--- src/rtl/i2c_irq_pkg.sv ---
package i2c_irq_pkg;
  localparam int unsigned NSRC   = 15;
  localparam int unsigned STAT_W = 32;

  localparam int IX_RX_UNDER  = 0;
  localparam int IX_RX_OVER   = 1;
  localparam int IX_RX_FULL   = 2;
  localparam int IX_TX_OVER   = 3;
  localparam int IX_TX_EMPTY  = 4;
  localparam int IX_RD_REQ    = 5;
  localparam int IX_TX_ABRT   = 6;
  localparam int IX_RX_DONE   = 7;
  localparam int IX_ACTIVITY  = 8;
  localparam int IX_STOP      = 9;
  localparam int IX_START     = 10;
  localparam int IX_GEN_CALL  = 11;
  localparam int IX_RESTART   = 12;
  localparam int IX_MST_HOLD  = 13;
  localparam int IX_SCL_LOW   = 14;

  // How each source bit is kept and released
  typedef enum logic [1:0] {
    CLS_PLAIN   = 2'd0,  // latched, strobe clear only
    CLS_LEVEL   = 2'd1,  // live level, never latched
    CLS_DISIDLE = 2'd2,  // latched, also cleared when disabled and idle
    CLS_DISCLR  = 2'd3   // latched, also cleared when disabled
  } bit_class_e;

  function automatic bit_class_e class_of(input int idx);
    case (idx)
      IX_RX_FULL, IX_TX_EMPTY: class_of = CLS_LEVEL;
      IX_RX_UNDER, IX_TX_OVER: class_of = CLS_DISIDLE;
      IX_GEN_CALL:             class_of = CLS_DISCLR;
      default:                 class_of = CLS_PLAIN;
    endcase
  endfunction
endpackage

--- src/rtl/irq_event_map.sv ---
module irq_event_map
  import i2c_irq_pkg::*;
(
  input  logic            ctrl_en,
  input  logic            mst_idle,
  input  logic            slv_idle,
  input  logic            slave_mode,
  input  logic            addressed,
  input  logic            ev_rx_under,
  input  logic            ev_rx_over,
  input  logic            ev_tx_over,
  input  logic            ev_rd_req,
  input  logic            ev_tx_abrt,
  input  logic            ev_rx_done,
  input  logic            ev_activity,
  input  logic            ev_stop,
  input  logic            ev_start,
  input  logic            ev_restart,
  input  logic            ev_gen_call,
  input  logic            ev_mst_hold,
  input  logic            ev_scl_low,
  output logic [NSRC-1:0] set_vec,
  output logic [NSRC-1:0] dis_clr_vec
);
  logic release_idle;
  logic release_dis;

  assign release_idle = ~ctrl_en & mst_idle & slv_idle;
  assign release_dis  = ~ctrl_en;

  always_comb begin
    set_vec               = '0;
    set_vec[IX_RX_UNDER]  = ev_rx_under;
    set_vec[IX_RX_OVER]   = ev_rx_over;
    set_vec[IX_TX_OVER]   = ev_tx_over;
    set_vec[IX_RD_REQ]    = ev_rd_req;
    set_vec[IX_TX_ABRT]   = ev_tx_abrt;
    set_vec[IX_RX_DONE]   = ev_rx_done;
    set_vec[IX_ACTIVITY]  = ev_activity;
    set_vec[IX_STOP]      = ev_stop;
    set_vec[IX_START]     = ev_start | ev_restart;
    set_vec[IX_GEN_CALL]  = ev_gen_call;
    set_vec[IX_RESTART]   = ev_restart & slave_mode & addressed;
    set_vec[IX_MST_HOLD]  = ev_mst_hold;
    set_vec[IX_SCL_LOW]   = ev_scl_low;
  end

  always_comb begin
    for (int i = 0; i < NSRC; i++) begin
      case (class_of(i))
        CLS_DISIDLE: dis_clr_vec[i] = release_idle;
        CLS_DISCLR:  dis_clr_vec[i] = release_dis;
        default:     dis_clr_vec[i] = 1'b0;
      endcase
    end
  end
endmodule

--- src/rtl/irq_latch_bit.sv ---
module irq_latch_bit
  import i2c_irq_pkg::*;
#(
  parameter bit_class_e CLS = CLS_PLAIN
) (
  input  logic clk,
  input  logic rst_n,
  input  logic set_i,
  input  logic clr_i,
  input  logic clr_all_i,
  input  logic dis_clr_i,
  output logic q_o
);
  logic any_clr;

  generate
    if (CLS == CLS_PLAIN) begin : g_plain
      logic unused_dis;
      assign unused_dis = dis_clr_i;
      assign any_clr = clr_i | clr_all_i;
    end else begin : g_dis
      assign any_clr = clr_i | clr_all_i | dis_clr_i;
    end
  endgenerate

  // set beats clear so a coincident event is never lost
  always_ff @(posedge clk or negedge rst_n) begin
    if (!rst_n)       q_o <= 1'b0;
    else if (set_i)   q_o <= 1'b1;
    else if (any_clr) q_o <= 1'b0;
  end
endmodule

--- src/rtl/irq_level_src.sv ---
module irq_level_src #(
  parameter int unsigned LVL_W = 6
) (
  input  logic             ctrl_en,
  input  logic [LVL_W-1:0] rx_level,
  input  logic [LVL_W-1:0] rx_thresh,
  input  logic             tx_empty_lvl,
  output logic             rx_full_o,
  output logic             tx_empty_o
);
  // disabled FIFO counts as flushed: compare is masked off at once
  assign rx_full_o  = ctrl_en & (rx_level >= rx_thresh);
  assign tx_empty_o = tx_empty_lvl;
endmodule

--- src/rtl/irq_out_stage.sv ---
module irq_out_stage
  import i2c_irq_pkg::*;
(
  input  logic              clk,
  input  logic              rst_n,
  input  logic [NSRC-1:0]   raw_i,
  input  logic              mask_we,
  input  logic [NSRC-1:0]   mask_wdata,
  output logic [STAT_W-1:0] raw_stat,
  output logic [STAT_W-1:0] masked_stat,
  output logic              irq
);
  localparam int unsigned RSV_W = STAT_W - NSRC;

  logic [NSRC-1:0] mask_q;
  logic [NSRC-1:0] masked;

  always_ff @(posedge clk or negedge rst_n) begin
    if (!rst_n)       mask_q <= '1;
    else if (mask_we) mask_q <= mask_wdata;
  end

  assign masked = raw_i & mask_q;

  always_ff @(posedge clk or negedge rst_n) begin
    if (!rst_n) irq <= 1'b0;
    else        irq <= |masked;
  end

  assign raw_stat    = {{RSV_W{1'b0}}, raw_i};
  assign masked_stat = {{RSV_W{1'b0}}, masked};
endmodule

--- src/rtl/i2c_irq_status.sv ---
module i2c_irq_status
  import i2c_irq_pkg::*;
#(
  parameter int unsigned LVL_W = 6
) (
  input  logic              clk,
  input  logic              rst_n,
  input  logic              ctrl_en,
  input  logic              mst_idle,
  input  logic              slv_idle,
  input  logic              slave_mode,
  input  logic              addressed,
  input  logic              ev_rx_under,
  input  logic              ev_rx_over,
  input  logic              ev_tx_over,
  input  logic              ev_rd_req,
  input  logic              ev_tx_abrt,
  input  logic              ev_rx_done,
  input  logic              ev_activity,
  input  logic              ev_stop,
  input  logic              ev_start,
  input  logic              ev_restart,
  input  logic              ev_gen_call,
  input  logic              ev_mst_hold,
  input  logic              ev_scl_low,
  input  logic              tx_empty_lvl,
  input  logic [LVL_W-1:0]  rx_level,
  input  logic [LVL_W-1:0]  rx_thresh,
  input  logic [14:0]       clr_strobe,
  input  logic              clr_all,
  input  logic              mask_we,
  input  logic [14:0]       mask_wdata,
  output logic [31:0]       raw_stat,
  output logic [31:0]       masked_stat,
  output logic              irq
);
  logic [NSRC-1:0] set_vec;
  logic [NSRC-1:0] dis_clr_vec;
  logic [NSRC-1:0] raw;
  logic            rx_full_w;
  logic            tx_empty_w;

  irq_event_map u_map (
    .ctrl_en     (ctrl_en),
    .mst_idle    (mst_idle),
    .slv_idle    (slv_idle),
    .slave_mode  (slave_mode),
    .addressed   (addressed),
    .ev_rx_under (ev_rx_under),
    .ev_rx_over  (ev_rx_over),
    .ev_tx_over  (ev_tx_over),
    .ev_rd_req   (ev_rd_req),
    .ev_tx_abrt  (ev_tx_abrt),
    .ev_rx_done  (ev_rx_done),
    .ev_activity (ev_activity),
    .ev_stop     (ev_stop),
    .ev_start    (ev_start),
    .ev_restart  (ev_restart),
    .ev_gen_call (ev_gen_call),
    .ev_mst_hold (ev_mst_hold),
    .ev_scl_low  (ev_scl_low),
    .set_vec     (set_vec),
    .dis_clr_vec (dis_clr_vec)
  );

  irq_level_src #(.LVL_W(LVL_W)) u_lvl (
    .ctrl_en      (ctrl_en),
    .rx_level     (rx_level),
    .rx_thresh    (rx_thresh),
    .tx_empty_lvl (tx_empty_lvl),
    .rx_full_o    (rx_full_w),
    .tx_empty_o   (tx_empty_w)
  );

  generate
    for (genvar i = 0; i < NSRC; i++) begin : g_src
      if (class_of(i) == CLS_LEVEL) begin : g_level
        logic unused_lvl;
        assign unused_lvl = clr_strobe[i] ^ set_vec[i] ^ dis_clr_vec[i];
        if (i == IX_RX_FULL) begin : g_rxf
          assign raw[i] = rx_full_w;
        end else begin : g_txe
          assign raw[i] = tx_empty_w;
        end
      end else begin : g_latched
        irq_latch_bit #(.CLS(class_of(i))) u_bit (
          .clk       (clk),
          .rst_n     (rst_n),
          .set_i     (set_vec[i]),
          .clr_i     (clr_strobe[i]),
          .clr_all_i (clr_all),
          .dis_clr_i (dis_clr_vec[i]),
          .q_o       (raw[i])
        );
      end
    end
  endgenerate

  irq_out_stage u_out (
    .clk         (clk),
    .rst_n       (rst_n),
    .raw_i       (raw),
    .mask_we     (mask_we),
    .mask_wdata  (mask_wdata),
    .raw_stat    (raw_stat),
    .masked_stat (masked_stat),
    .irq         (irq)
  );
endmodule

--- config.mk ---
export PLATFORM = sky130hd
export DESIGN_NAME = i2c_irq_status
export DESIGN_NICKNAME = d
export VERILOG_FILES = /design/src/rtl/i2c_irq_pkg.sv /design/src/rtl/irq_event_map.sv /design/src/rtl/irq_latch_bit.sv /design/src/rtl/irq_level_src.sv /design/src/rtl/irq_out_stage.sv /design/src/rtl/i2c_irq_status.sv
export SDC_FILE = /design/constraint.sdc
export NUM_CORES = 1
export LEC_CHECK = 0
export BUFFER_PORTS_ARGS = -buffer_cell sky130_fd_sc_hd__clkbuf_2
export CAP_MARGIN = 20
export CORE_ASPECT_RATIO = 0.75
export CORE_MARGIN = 4
export CORE_UTILIZATION = 44
export CTS_CLUSTER_SIZE = 20
export DETAILED_ROUTE_END_ITERATION = 12
export PLACE_DENSITY_LB_ADDON = 0.25
export SETUP_SLACK_MARGIN = 0.5
export SLEW_MARGIN = 10
export SYNTH_ARGS = -nofsm -noshare
export SYNTH_HDL_FRONTEND = slang
export SYNTH_SLANG_ARGS = --single-unit
--- constraint.sdc ---
create_clock -name clk -period 4.3 [get_ports clk]
set_clock_uncertainty 0.05 [all_clocks]
set_input_delay 0.215 -clock clk [delete_from_list [all_inputs] [get_ports clk]]
set_output_delay 0.215 -clock clk [all_outputs]
set_load 0.02 [all_outputs]
==> metrics.txt <==
1st-pass router iterations 2; largest net degree at the start of global routing 30; Via density 4.18; RSZ-0062 raised after global routing no; Post-DP HPWL 3.00 mm; Final Instance Area 0.00212 mm2; Post-synth EDFFs 0; H-tree Lvls 2; Hold Path Sink g_src[13].g_latched.u_bit.q_o; share of cells above drive strength 1 0.534; post-CTS setup buffer count 0; CTS Buf Count 5; Crit path largest cell delay 520 ps; vias in the first global route 1246; Crit. Startpoint g_src[10].g_latched.u_bit.q_o; Hold Startpoint ev_mst_hold; Netlist Area Pre-Place 0.00175 mm2; P per Cell Area 328 mW/mm2; initial antenna violation count 0; Worst EP arrival 2000 ps; clk buf depth 2; final setup TNS 0 ps; hold_buf cts 1; wire per inst 11.9 um; core area 0.00376 mm2; worst path cell trace and2_1 -> or4_1 -> or4_1 -> a211o_1; starting density of the core 0.467; Leakage 1.18 nW; post-CTS resize count 0; number of I/O pins 130; Slew Viols, Final 0; R2R Path Start g_src[10].g_latched.u_bit.q_o; most frequent CP cell or4_1; R2R Setup Slk 2410 ps; Ys Warns 0; Placed Cells 294; cell family with most CP delay simple AND/OR/NAND/NOR gates; Syn-to-layout area delta 20.9%; first-pass GRT wire length 5.64 mm; full die area 0.00507 mm2; area leader, netlist dfstp_2; most numerous cell in the Yosys netlist buf_4; FP Rows 19; total grt overflow 0; worst-margin pin slew 708 ps; Inserted Diodes 0; total number of vias 1266; Clk Latency, worst-skew pair 280 ps; critical path type reg -> reg; fin nets 321; Buffers on Ports 93; max frequency 528 MHz; overall global routing resource usage 0.145; library cells used by synthesis 27; max-capacitance violation count 0; Crit Path Max Fanout 3; Routed WL 3.61 mm; Relative slew margins 0.528; clock slew at the register clock pins of the worst setup and hold paths 60 ps; status complete, no violations; area occupied by multi-input gates 713 um2; Finish-stage setup viols 0; register area 744 um2; top cells by count, synth buf_4, dfstp_2, mux2_2; top cells by area, synth dfstp_2, buf_4, dfrtp_1, mux2_2, and2_1; gpl congestion 0.701; clk root buf clkbuf_8; Fillers 364; die width 80.9 um; critical path's slowest cell or4_1; Synth top area share 0.225; ratio of final minimum period to clock period 0.440; Remaining DRCs 0; Final min period 1890 ps; CTS Sinks 29; DRT iter0 DRCs 10; Main synth FF type dfstp_2; die height 62.7 um; Final Hold Violating Endpoints 0; Worst Path Required 4410 ps; Synth Instances 168; Setup crit start kind flip-flop; Peak VDD IR 0.203 mV; hold path depth 2; Reg-to-Reg End u_out.irq; Critical path buffers and inverters 0; Post-synth ARST share 1.00; Finished Layout Cells 303; element type at the critical path end flip-flop; HP Class in -> reg; Seq/Total Area, Yosys 0.424; Mapped Avg Cell Area 10.4 um2; CTS tree done; Post-DRT Antenna Nets 0; Placed Area 0.00203 mm2; R2R cell count 4; synthesis-stage register bit count 29
[cell type report]
cell class,instances,share of cell area
Sequential cell,29,0.351
Inverter,11,0.0195
Clock inverter,1,0.00236
Multi-Input combinational cell,109,0.336
Clock buffer,7,0.0360
Timing Repair Buffer,94,0.224
Tap cell,52,0.0307
[metrics by stage]
stage	util	hold WS, ps	total power (W)	setup slack [ps]
after floorplan	-	-131	0.000463	2450
after global placement	0.540	247	0.000491	2390
after detailed placement	0.540	249	0.000493	2390
after CTS	0.565	49.0	0.000709	2370
after global routing	0.565	50.5	0.000742	2310
final	0.565	60.8	0.000695	2410
[cell families (layout without fill, tap and decap cells)]
group | count (synthesis) | in the layout | share of synthesized area
buffers and inverters | 63 | 113 | 0.240
and+or+nand+nor | 34 | 34 | 0.108
DFF | 29 | 29 | 0.424
other | 1 | 34 | 0.00214
AOI/OAI and AO/OA | 20 | 20 | 0.0863
muxes | 15 | 15 | 0.0963
adders and majority gates | 6 | 6 | 0.0428
[per-layer routing]
layer	wire length [um]	up-vias	GRT usage
li1	-	635	-
met1	1500	550	0.181
met2	1560	79	0.218
met3	527	2	0.0778
met4	14	0	0.0380
met5	0	-	0
[worst max-delay path by stage]
stage / to / slack, ps / depth (start not counted)
3_3_place_gp: u_out.irq / 2390 / 4
3_5_place_dp: u_out.irq / 2390 / 4
6_report: u_out.irq / 2410 / 4
5_1_grt: masked_stat[2] / 2310 / 8
2_1_floorplan: u_out.irq / 2450 / 4
4_1_cts: u_out.irq / 2370 / 4
[worst register-to-register path: cells and delay by family, from the launching register on]
| kind | cells | cell delay [ps] |
|---|---|---|
| AOI/OAI and AO/OA | 1 | 230 |
| DFF | 1 | 390 |
| and+or+nand+nor | 3 | 1100 |
[where the power goes]
| group | switching [W] | total [W] | internal (W) |
|---|---|---|---|
| clock network | 0.0000952 | 0.000208 | 0.000113 |
| logic | 0.000101 | 0.000170 | 0.0000686 |
| registers | 0.0000117 | 0.000318 | 0.000306 |
[registers in the layout, summed over array words and instances (netlist names)]
name                       count
u_out.irq                      1
u_out.mask_q                  15
g_src.g_latched.u_bit.q_o     13
[placed cells by master (no fill, tap or decap), types with 2 or more instances in the layout]
cell type / netlist / final
clkbuf_1: 3 / 2
inv_1: 11 / 11
clkbuf_8: 0 / 5
dfstp_2: 15 / 15
dfrtp_1: 14 / 14
mux2_2: 15 / 15
a21o_1: 8 / 8
clkbuf_2: 0 / 93
or4_1: 3 / 3
a31o_2: 2 / 2
ha_1: 6 / 6
a211o_1: 2 / 2
nor2_1: 10 / 10
and2_1: 13 / 13
a21oi_1: 3 / 3
or2_2: 2 / 2
conb_1: 1 / 34
No activity file was read; power rests on OpenSTA's default activity.
